File: src/rtl/grs_pkg.sv
package grs_pkg;
  typedef struct packed {
    logic rise;
    logic fall;
  } edge_evt_t;
endpackage

File: src/rtl/grs_clk_src.sv
module grs_clk_src
  import grs_pkg::*;
#(
  parameter int DIV_HALF = 20
) (
  input  logic      clk_i,
  input  logic      rst_ni,
  input  logic      ext_sel_i,
  input  logic      ext_clk_i,
  output logic      int_clk_o,
  output edge_evt_t evt_o
);
  localparam int CW = (DIV_HALF > 1) ? $clog2(DIV_HALF) : 1;

  logic [CW-1:0] cnt_q;
  logic          int_q, int_prev_q;
  logic          ext_s1_q, ext_s2_q, ext_prev_q;
  edge_evt_t     int_evt, ext_evt;

  always_ff @(posedge clk_i or negedge rst_ni) begin
    if (!rst_ni) begin
      cnt_q      <= '0;
      int_q      <= 1'b0;
      int_prev_q <= 1'b0;
      ext_s1_q   <= 1'b0;
      ext_s2_q   <= 1'b0;
      ext_prev_q <= 1'b0;
    end else begin
      if (cnt_q == CW'(DIV_HALF - 1)) begin
        cnt_q <= '0;
        int_q <= ~int_q;
      end else begin
        cnt_q <= cnt_q + 1'b1;
      end
      int_prev_q <= int_q;
      ext_s1_q   <= ext_clk_i;
      ext_s2_q   <= ext_s1_q;
      ext_prev_q <= ext_s2_q;
    end
  end

  always_comb begin
    int_evt.rise = int_q & ~int_prev_q;
    int_evt.fall = ~int_q & int_prev_q;
    ext_evt.rise = ext_s2_q & ~ext_prev_q;
    ext_evt.fall = ~ext_s2_q & ext_prev_q;
    evt_o        = ext_sel_i ? ext_evt : int_evt;
  end

  assign int_clk_o = int_q;


  one_edge_kind_chk: assert property (@(posedge clk_i) disable iff (!rst_ni)
    $onehot0({evt_o.rise, evt_o.fall}));
endmodule

File: src/rtl/grs_lag.sv
module grs_lag #(
  parameter int LAG_CYC = 7
) (
  input  logic clk_i,
  input  logic rst_ni,
  input  logic evt_i,
  input  logic lag_en_i,
  output logic pulse_o
);
  localparam int LW = $clog2(LAG_CYC + 1);

  logic [LW-1:0] cnt_q;

  always_ff @(posedge clk_i or negedge rst_ni) begin
    if (!rst_ni) begin
      cnt_q   <= '0;
      pulse_o <= 1'b0;
    end else begin
      // a pending strobe fires even while a new one reloads
      pulse_o <= (evt_i & ~lag_en_i) | (cnt_q == LW'(1));
      if (evt_i && lag_en_i) cnt_q <= LW'(LAG_CYC);
      else if (cnt_q != '0)  cnt_q <= cnt_q - 1'b1;
    end
  end


  direct_strobe_chk: assert property (@(posedge clk_i) disable iff (!rst_ni)
    (evt_i && !lag_en_i) |=> pulse_o);
endmodule

File: src/rtl/grs_hold.sv
module grs_hold #(
  parameter int NUM_CH = 14,
  parameter int CODE_W = 8
) (
  input  logic                     clk_i,
  input  logic                     rst_ni,
  input  logic                     cap_i,
  input  logic                     sel_i,
  input  logic [NUM_CH*CODE_W-1:0] bank_a_i,
  input  logic [NUM_CH*CODE_W-1:0] bank_b_i,
  output logic [NUM_CH*CODE_W-1:0] code_o
);
  logic [NUM_CH*CODE_W-1:0] held_a_q, held_b_q;

  for (genvar c = 0; c < NUM_CH; c++) begin : g_ch
    always_ff @(posedge clk_i or negedge rst_ni) begin
      if (!rst_ni) begin
        held_a_q[c*CODE_W +: CODE_W] <= '0;
        held_b_q[c*CODE_W +: CODE_W] <= '0;
      end else if (cap_i) begin
        held_a_q[c*CODE_W +: CODE_W] <= bank_a_i[c*CODE_W +: CODE_W];
        held_b_q[c*CODE_W +: CODE_W] <= bank_b_i[c*CODE_W +: CODE_W];
      end
    end
    assign code_o[c*CODE_W +: CODE_W] = sel_i ? held_b_q[c*CODE_W +: CODE_W]
                                              : held_a_q[c*CODE_W +: CODE_W];
  end


  held_stable_chk: assert property (@(posedge clk_i) disable iff (!rst_ni)
    !cap_i |=> ($stable(held_a_q) && $stable(held_b_q)));
endmodule

File: src/rtl/gamma_refresh_seq.sv
module gamma_refresh_seq
  import grs_pkg::*;
#(
  parameter int NUM_CH   = 14,
  parameter int CODE_W   = 8,
  parameter int DIV_HALF = 20,
  parameter int LAG_CYC  = 7
) (
  input  logic                     clk_i,
  input  logic                     rst_ni,
  input  logic                     ctrl_wr_i,
  input  logic                     osc_ext_sel_i,
  input  logic                     lag_en_i,
  input  logic                     ext_clk_i,
  input  logic                     bank_sel_i,
  input  logic [NUM_CH*CODE_W-1:0] bank_a_i,
  input  logic [NUM_CH*CODE_W-1:0] bank_b_i,
  output logic                     osc_o,
  output logic                     osc_oe_o,
  output logic [NUM_CH*CODE_W-1:0] ch_code_o,
  output logic                     refresh_o,
  output logic                     hold_open_o
);
  localparam int N_KIND = 2; // 0: fall -> refresh, 1: rise -> hold open

  edge_evt_t         evt;
  logic [N_KIND-1:0] evt_v, pulse_v;
  logic              sel_s1_q, sel_s2_q, oe_q;

  grs_clk_src #(.DIV_HALF(DIV_HALF)) i_clk_src (
    .clk_i     (clk_i),
    .rst_ni    (rst_ni),
    .ext_sel_i (osc_ext_sel_i),
    .ext_clk_i (ext_clk_i),
    .int_clk_o (osc_o),
    .evt_o     (evt)
  );

  assign evt_v = {evt.rise, evt.fall};

  for (genvar k = 0; k < N_KIND; k++) begin : g_lag
    grs_lag #(.LAG_CYC(LAG_CYC)) i_lag (
      .clk_i    (clk_i),
      .rst_ni   (rst_ni),
      .evt_i    (evt_v[k]),
      .lag_en_i (lag_en_i),
      .pulse_o  (pulse_v[k])
    );
  end

  assign refresh_o   = pulse_v[0];
  assign hold_open_o = pulse_v[1];

  always_ff @(posedge clk_i or negedge rst_ni) begin
    if (!rst_ni) begin
      sel_s1_q <= 1'b0;
      sel_s2_q <= 1'b0;
      oe_q     <= 1'b0;
    end else begin
      sel_s1_q <= bank_sel_i;
      sel_s2_q <= sel_s1_q;
      if (osc_ext_sel_i)  oe_q <= 1'b0;
      else if (ctrl_wr_i) oe_q <= 1'b1;
    end
  end

  assign osc_oe_o = oe_q;

  grs_hold #(.NUM_CH(NUM_CH), .CODE_W(CODE_W)) i_hold (
    .clk_i    (clk_i),
    .rst_ni   (rst_ni),
    .cap_i    (refresh_o),
    .sel_i    (sel_s2_q),
    .bank_a_i (bank_a_i),
    .bank_b_i (bank_b_i),
    .code_o   (ch_code_o)
  );


  pad_release_chk: assert property (@(posedge clk_i) disable iff (!rst_ni)
    osc_ext_sel_i |=> !osc_oe_o);

  pad_enable_cause_chk: assert property (@(posedge clk_i) disable iff (!rst_ni)
    $rose(osc_oe_o) |-> $past(ctrl_wr_i && !osc_ext_sel_i));
endmodule

File: config.mk
export PLATFORM = sky130hd
export DESIGN_NAME = gamma_refresh_seq
export DESIGN_NICKNAME = d
export VERILOG_FILES = /design/src/rtl/grs_pkg.sv /design/src/rtl/grs_clk_src.sv /design/src/rtl/grs_lag.sv /design/src/rtl/grs_hold.sv /design/src/rtl/gamma_refresh_seq.sv
export SDC_FILE = /design/constraint.sdc
export NUM_CORES = 1
export LEC_CHECK = 0
export BUFFER_PORTS_ARGS = -buffer_cell sky130_fd_sc_hd__clkbuf_2
export CAP_MARGIN = 15
export CORE_MARGIN = 2
export CORE_UTILIZATION = 50
export CTS_BUF_LIST = sky130_fd_sc_hd__clkbuf_4
export CTS_CLUSTER_SIZE = 10
export DETAILED_ROUTE_END_ITERATION = 7
export PLACE_DENSITY = 0.84
export SLEW_MARGIN = 30
export SYNTH_ARGS = -nofsm -noshare
export SYNTH_HDL_FRONTEND = slang
export SYNTH_SLANG_ARGS = --single-unit
File: constraint.sdc
create_clock -name clk_i -period 1.6 [get_ports clk_i]
set_clock_uncertainty 0.15 [all_clocks]
set_input_delay 0.08 -clock clk_i [delete_from_list [all_inputs] [get_ports clk_i]]
set_output_delay 0.08 -clock clk_i [all_outputs]
set_load 0.03 [all_outputs]
# After elaboration in Yosys (flattened, before gate mapping)
# Index checks and enable logic that the tools add are counted.
dict set report op_classes {
  addsub 3
  eq_ne 3
  mux 22
  n_bitwise 13
  reduce_logical 7
}
# op n
set ops {}
lappend ops {{$mux W8} 14}
lappend ops {{$mux W3} 4}
lappend ops {{$and A1 B1 Y1} 6}
lappend ops {{$eq A3 B1 Y1 const B} 2}
lappend ops {{$reduce_bool A2 Y1} 3}
lappend ops {{$reduce_bool A3 Y1} 2}
lappend ops {{$sub A3 B1 Y3 const B} 2}
lappend ops {{$add A5 B1 Y5 const B} 1}
lappend ops {{$eq A5 B5 Y1 const B} 1}
lappend ops {{$mux W5} 1}
lappend ops {{$not A1 Y1} 5}
lappend ops {{$logic_and A1 B1 Y1} 2}
lappend ops {{$mux W1} 2}
lappend ops {{$mux W2} 1}
lappend ops {{$or A1 B1 Y1} 2}
dict set report totals {
  ff_bits 245
  word_cells 89
}

# Longest topological paths before layout
dict set report logic_depth {
  word_depth 5
  mapped_depth 5
}

# Cells and area by module
# From an unflattened synthesis, not the netlist that was laid out.
dict set report hier_totals {
  hier_cells 673
  area_unflattened_um2 11255.8
}
# mod instances cells_each area_per_inst_um2
set by_module_without_submodules {}
lappend by_module_without_submodules {grs_hold 1 597 10313.6}
lappend by_module_without_submodules {grs_lag 2 21 227.7}
lappend by_module_without_submodules {grs_clk_src 1 30 401.6}
lappend by_module_without_submodules {gamma_refresh_seq 1 4 85.1}

# Least setup slack after synthesis
# Ideal clock, no wire load.
dict set report synth_path {
  path_kind {flip-flop to flip-flop}
  start {register g_lag[0].i_lag.pulse_o}
  end {register i_hold.held_a_q[0]}
  setup_ns 0.125
  arrival_ns 1.288
  required_ns 1.325
  path_slack_ns 0.036
  stages_incl_launch_ff 5
  period_less_slack_ns 1.564
  path_cell_list {dfrtp_1 buf_6 buf_6 buf_6 mux2_4}
}
# item line_no
set synth_rtl {}
lappend synth_rtl {{start, declared} grs_lag.sv:8} ;# output logic pulse_o
lappend synth_rtl {{start signal, assigned} grs_lag.sv:20} ;# pulse_o <= (evt_i & ~lag_en_i) | (cnt_q == LW'(1));
lappend synth_rtl {{end signal, assigned by index} grs_hold.sv:21} ;# held_a_q[c*CODE_W +: CODE_W] <= bank_a_i[c*CODE_W +: CODE_W];
lappend synth_rtl {{end, declared} grs_hold.sv:13} ;# logic [NUM_CH*CODE_W-1:0] held_a_q, held_b_q;
# No word-level cell between the ends.

# Worst setup path after layout
dict set report layout_path {
  start {register sel_s2_q}
  end {output ch_code_o[12]}
}
dict set report layout_between {
  elab_chain_len 1
}
# item line_no
set layout_lines {}
lappend layout_lines {{start, declared} gamma_refresh_seq.sv:28} ;# logic sel_s1_q, sel_s2_q, oe_q;
lappend layout_lines {{start signal, assigned} gamma_refresh_seq.sv:61} ;# sel_s2_q <= sel_s1_q;
lappend layout_lines {{$mux W8} grs_hold.sv:25} ;# assign code_o[c*CODE_W +: CODE_W] = sel_i ? held_b_q[c*CODE_W +: CODE_W]
lappend layout_lines {{end, declared} gamma_refresh_seq.sv:20} ;# output logic [NUM_CH*CODE_W-1:0] ch_code_o,
# Every way passes these cells.

==> results.sh <==
export IMPL_viasPerCell=5.30
export IMPL_layout_drive_gt1_share_pct=61.3
export IMPL_cts_num_sinks=245
export IMPL_critical_path_class="flip-flop to output pin"
export IMPL_antenna_found_initial=7
export IMPL_p_leak_nw=8.30
export IMPL_worst_ep_arrival_time_ns=1.94
export IMPL_period_share_pct=136
export IMPL_fin_nets=1575
export IMPL_io_pins=347
export IMPL_status="finished, violations left"
export IMPL_dr_pass1_iters=5
export IMPL_gp_congestion=0.835
export IMPL_start_util_pct=51.2
export IMPL_ff2ff_path_depth=4
export IMPL_cts_inserted_buffers=66
export IMPL_yosysSeqAreaShare_pct=54.7
export IMPL_yosys_warnings=0
export IMPL_tightest_slew_ns=0.314
export IMPL_cts_htree_levels=3
export IMPL_synthTopCellsByArea="dfrtp_1 55%, mux2_4 21%, mux2_2 18%, buf_6 1.9%, ha_1 0.78%"
export IMPL_slew_viol_final=0
export IMPL_slew_headroom_pct=78.8
export IMPL_die_area_um2=23600
export IMPL_clk_pin_slew_ns=0.07
export IMPL_end_kind="output pin"
export IMPL_wl_per_cell_um=24.1
export IMPL_dpl_worst_slack_ns=0.0561
export IMPL_final_area_um2=17300
export IMPL_r2r_start="g_lag[0].i_lag.pulse_o$_DFF_PN0_"
export IMPL_grt_overflow=0
export IMPL_power_density_nw_per_um2=1970
export IMPL_synth_top_flop_cell="dfrtp_1"
export IMPL_synth_edff_count=0
export IMPL_tritoncts="built"
export IMPL_synth_ff_latch_count=245
export IMPL_min_path_type="input port to flip-flop"
export IMPL_syn2layout_area_growth_pct=54.7
export IMPL_synth_cell_types=23
export IMPL_layoutNonFillerInstCount=1656
export IMPL_grt_max_degree=53
export IMPL_p_total_w=0.0342
export IMPL_place_area_um2=13400
export IMPL_violations="negative setup slack"
export IMPL_die_w_um=154
export IMPL_async_reset_ff_share_pct=100
export IMPL_worst_ir_drop_vdd_v=0.00130
export IMPL_synth_fp_nets=910
export IMPL_ff2ff_setup_slack_ns=0.01
export IMPL_drtIter0Drc=440
export IMPL_worst_skew_pair_late_latency_ns=0.66
export IMPL_root_buffer="clkbuf_4"
export IMPL_crit_fanout=10
export IMPL_worstHoldStart="bank_b_i[98]"
export IMPL_avgSynthCellArea_um2=16.7
export IMPL_postRouteWirelength_um=39900
export IMPL_drc=0
export IMPL_rows=54
export IMPL_grt_pass1_vias=9800
export IMPL_grt_pass1_wl_um=53700
export IMPL_maxCapViolations=0
export IMPL_fin_util_pct=79.2
export IMPL_yosysTopAreaCell="dfrtp_1"
export IMPL_via_count=8783
export IMPL_synth_cells=672
export IMPL_min_path_cells=3
export IMPL_period_minus_slack_ns=2.17
export IMPL_postRouteAntennaNets=0
export IMPL_grt_use_total_pct=29.0
export IMPL_core_area_um2=21900
export IMPL_setup_violations=113
export IMPL_die_y_um=154
export IMPL_setup_ws_ns=-0.570
export IMPL_timing_rr_end="i_hold.held_b_q[61]$_DFFE_PN0P_"
export IMPL_syn_area_um2=11200
export IMPL_rsz0062_at_grt="true"
export IMPL_dp_cells=1292
export IMPL_hold_end="i_hold.held_b_q[98]$_DFFE_PN0P_"
export IMPL_synth_top_cell_area_share_pct=54.7
export IMPL_worst_setup_path_start_kind="flip-flop"
export IMPL_fmax_ghz=0.461
export IMPL_dp_hpwl_um=18500
export IMPL_io_buffer_count=346
export IMPL_crit_required_ns=1.37
export IMPL_hold_viol_final=0
export IMPL_clock_path_buffers=3
registers in the layout, indices dropped and copies added (netlist names):
signal                count
g_lag.i_lag.cnt_q         6
osc_oe_o                  1
i_hold.held_a_q         112
i_hold.held_b_q         112
i_clk_src.ext_s2_q        1
g_lag.i_lag.pulse_o       2
i_clk_src.int_clk_o       1
i_clk_src.ext_s1_q        1
i_clk_src.ext_prev_q      1
sel_s2_q                  1
i_clk_src.cnt_q           5
sel_s1_q                  1
i_clk_src.int_prev_q      1
what timing repair did:
item,in CTS,in global routing
hold buffers,234,0
resized for setup,6,254
endpoints found under the setup margin,113,223
endpoints found under the hold margin,480,0
cloned,0,17
setup buffers,3,4
report_power, final:
| group | leakage (nW) | total, W | internal [W] | switching [W] |
|---|---|---|---|---|
| Clock | 0.465 | 0.00566 | 0.00294 | 0.00272 |
| Sequential | 2.86 | 0.0115 | 0.00929 | 0.00224 |
| Combinational | 4.97 | 0.0170 | 0.00900 | 0.00798 |
layer usage:
metal  track usage, %  up-vias  wire, um
met4             13.1        0      1940
met3             7.55      147      2660
met5                0        -         0
met2             51.3      495     20800
li1                 -     3750         -
met1             32.8     4391     14500
cell usage in the layout, fill, tap and decap left out, types with 4 or more instances in the layout:
cell / instances
dfrtp_1: 242
dlygate4sd3_1: 233
clkbuf_2: 232
mux2_2: 176
mux2_4: 161
clkbuf_4: 93
buf_2: 70
buf_6: 41
buf_4: 18
buf_12: 17
clkbuf_16: 12
nor2_1: 8
diode_2: 7
inv_1: 7
ha_1: 7
buf_8: 6
nand2_1: 4
buf_16: 4
cell families after synthesis:
kind of cell | Yosys count | share of synthesized area, %
mux | 339 | 39.4
flops | 245 | 54.7
buf+inv | 44 | 3.13
simple gates | 24 | 1.13
compound gates | 9 | 0.547
fa+ha+maj | 7 | 0.781
xor+xnor | 4 | 0.313
synthesized netlist by cell type, types with 3 or more instances:
library cell	n
buf_4	8
nand2b_1	3
mux2_4	160
nor3b_1	3
nand2_1	4
nor2_1	8
o21ai_0	3
inv_1	7
ha_1	7
xnor2_1	3
dfrtp_1	245
mux2_2	177
buf_2	10
buf_6	19
per-stage QoR:
step	TNS [ns]	hold slack, ns
CTS	-67.02	0.00731
floorplan	0	-0.366
detailed placement	0	-0.161
global placement	0	-0.162
finish	-59.49	0.0515
global route	-66.44	0.00951
worst max-delay path, cell delays in order, from the launching register on:
cell     delay [ns]
dfrtp_4        0.45
buf_12         0.16
buf_8          0.17
mux2_2         0.38
buf_2          0.19
worst max-delay path by stage:
stage | startpoint | end | slack (ns) | cells past startpoint
finish | sel_s2_q$_DFF_PN0_ | ch_code_o[12] | -0.57 | 4
CTS | sel_s2_q$_DFF_PN0_ | ch_code_o[99] | -0.62 | 3
detailed placement | sel_s2_q$_DFF_PN0_ | ch_code_o[43] | 0.06 | 3
global route | sel_s2_q$_DFF_PN0_ | ch_code_o[12] | -0.63 | 4
global placement | sel_s2_q$_DFF_PN0_ | ch_code_o[100] | 0.07 | 3
floorplan | g_lag[0].i_lag.pulse_o$_DFF_PN0_ | i_hold.held_a_q[0]$_DFFE_PN0P_ | 0.04 | 4
layout make-up:
class                   instances  area, um^2
inverters                       7        26.3
clock buffers                  92         691
fillers                      1096        4560
clock inverters                 8        87.6
well taps                     280         350
multi-input cells             383        4730
flip-flops and latches        245        6140
repair buffers                634        5290
diodes                          7        17.5
Note: power is estimated with default switching activity, not from simulation.
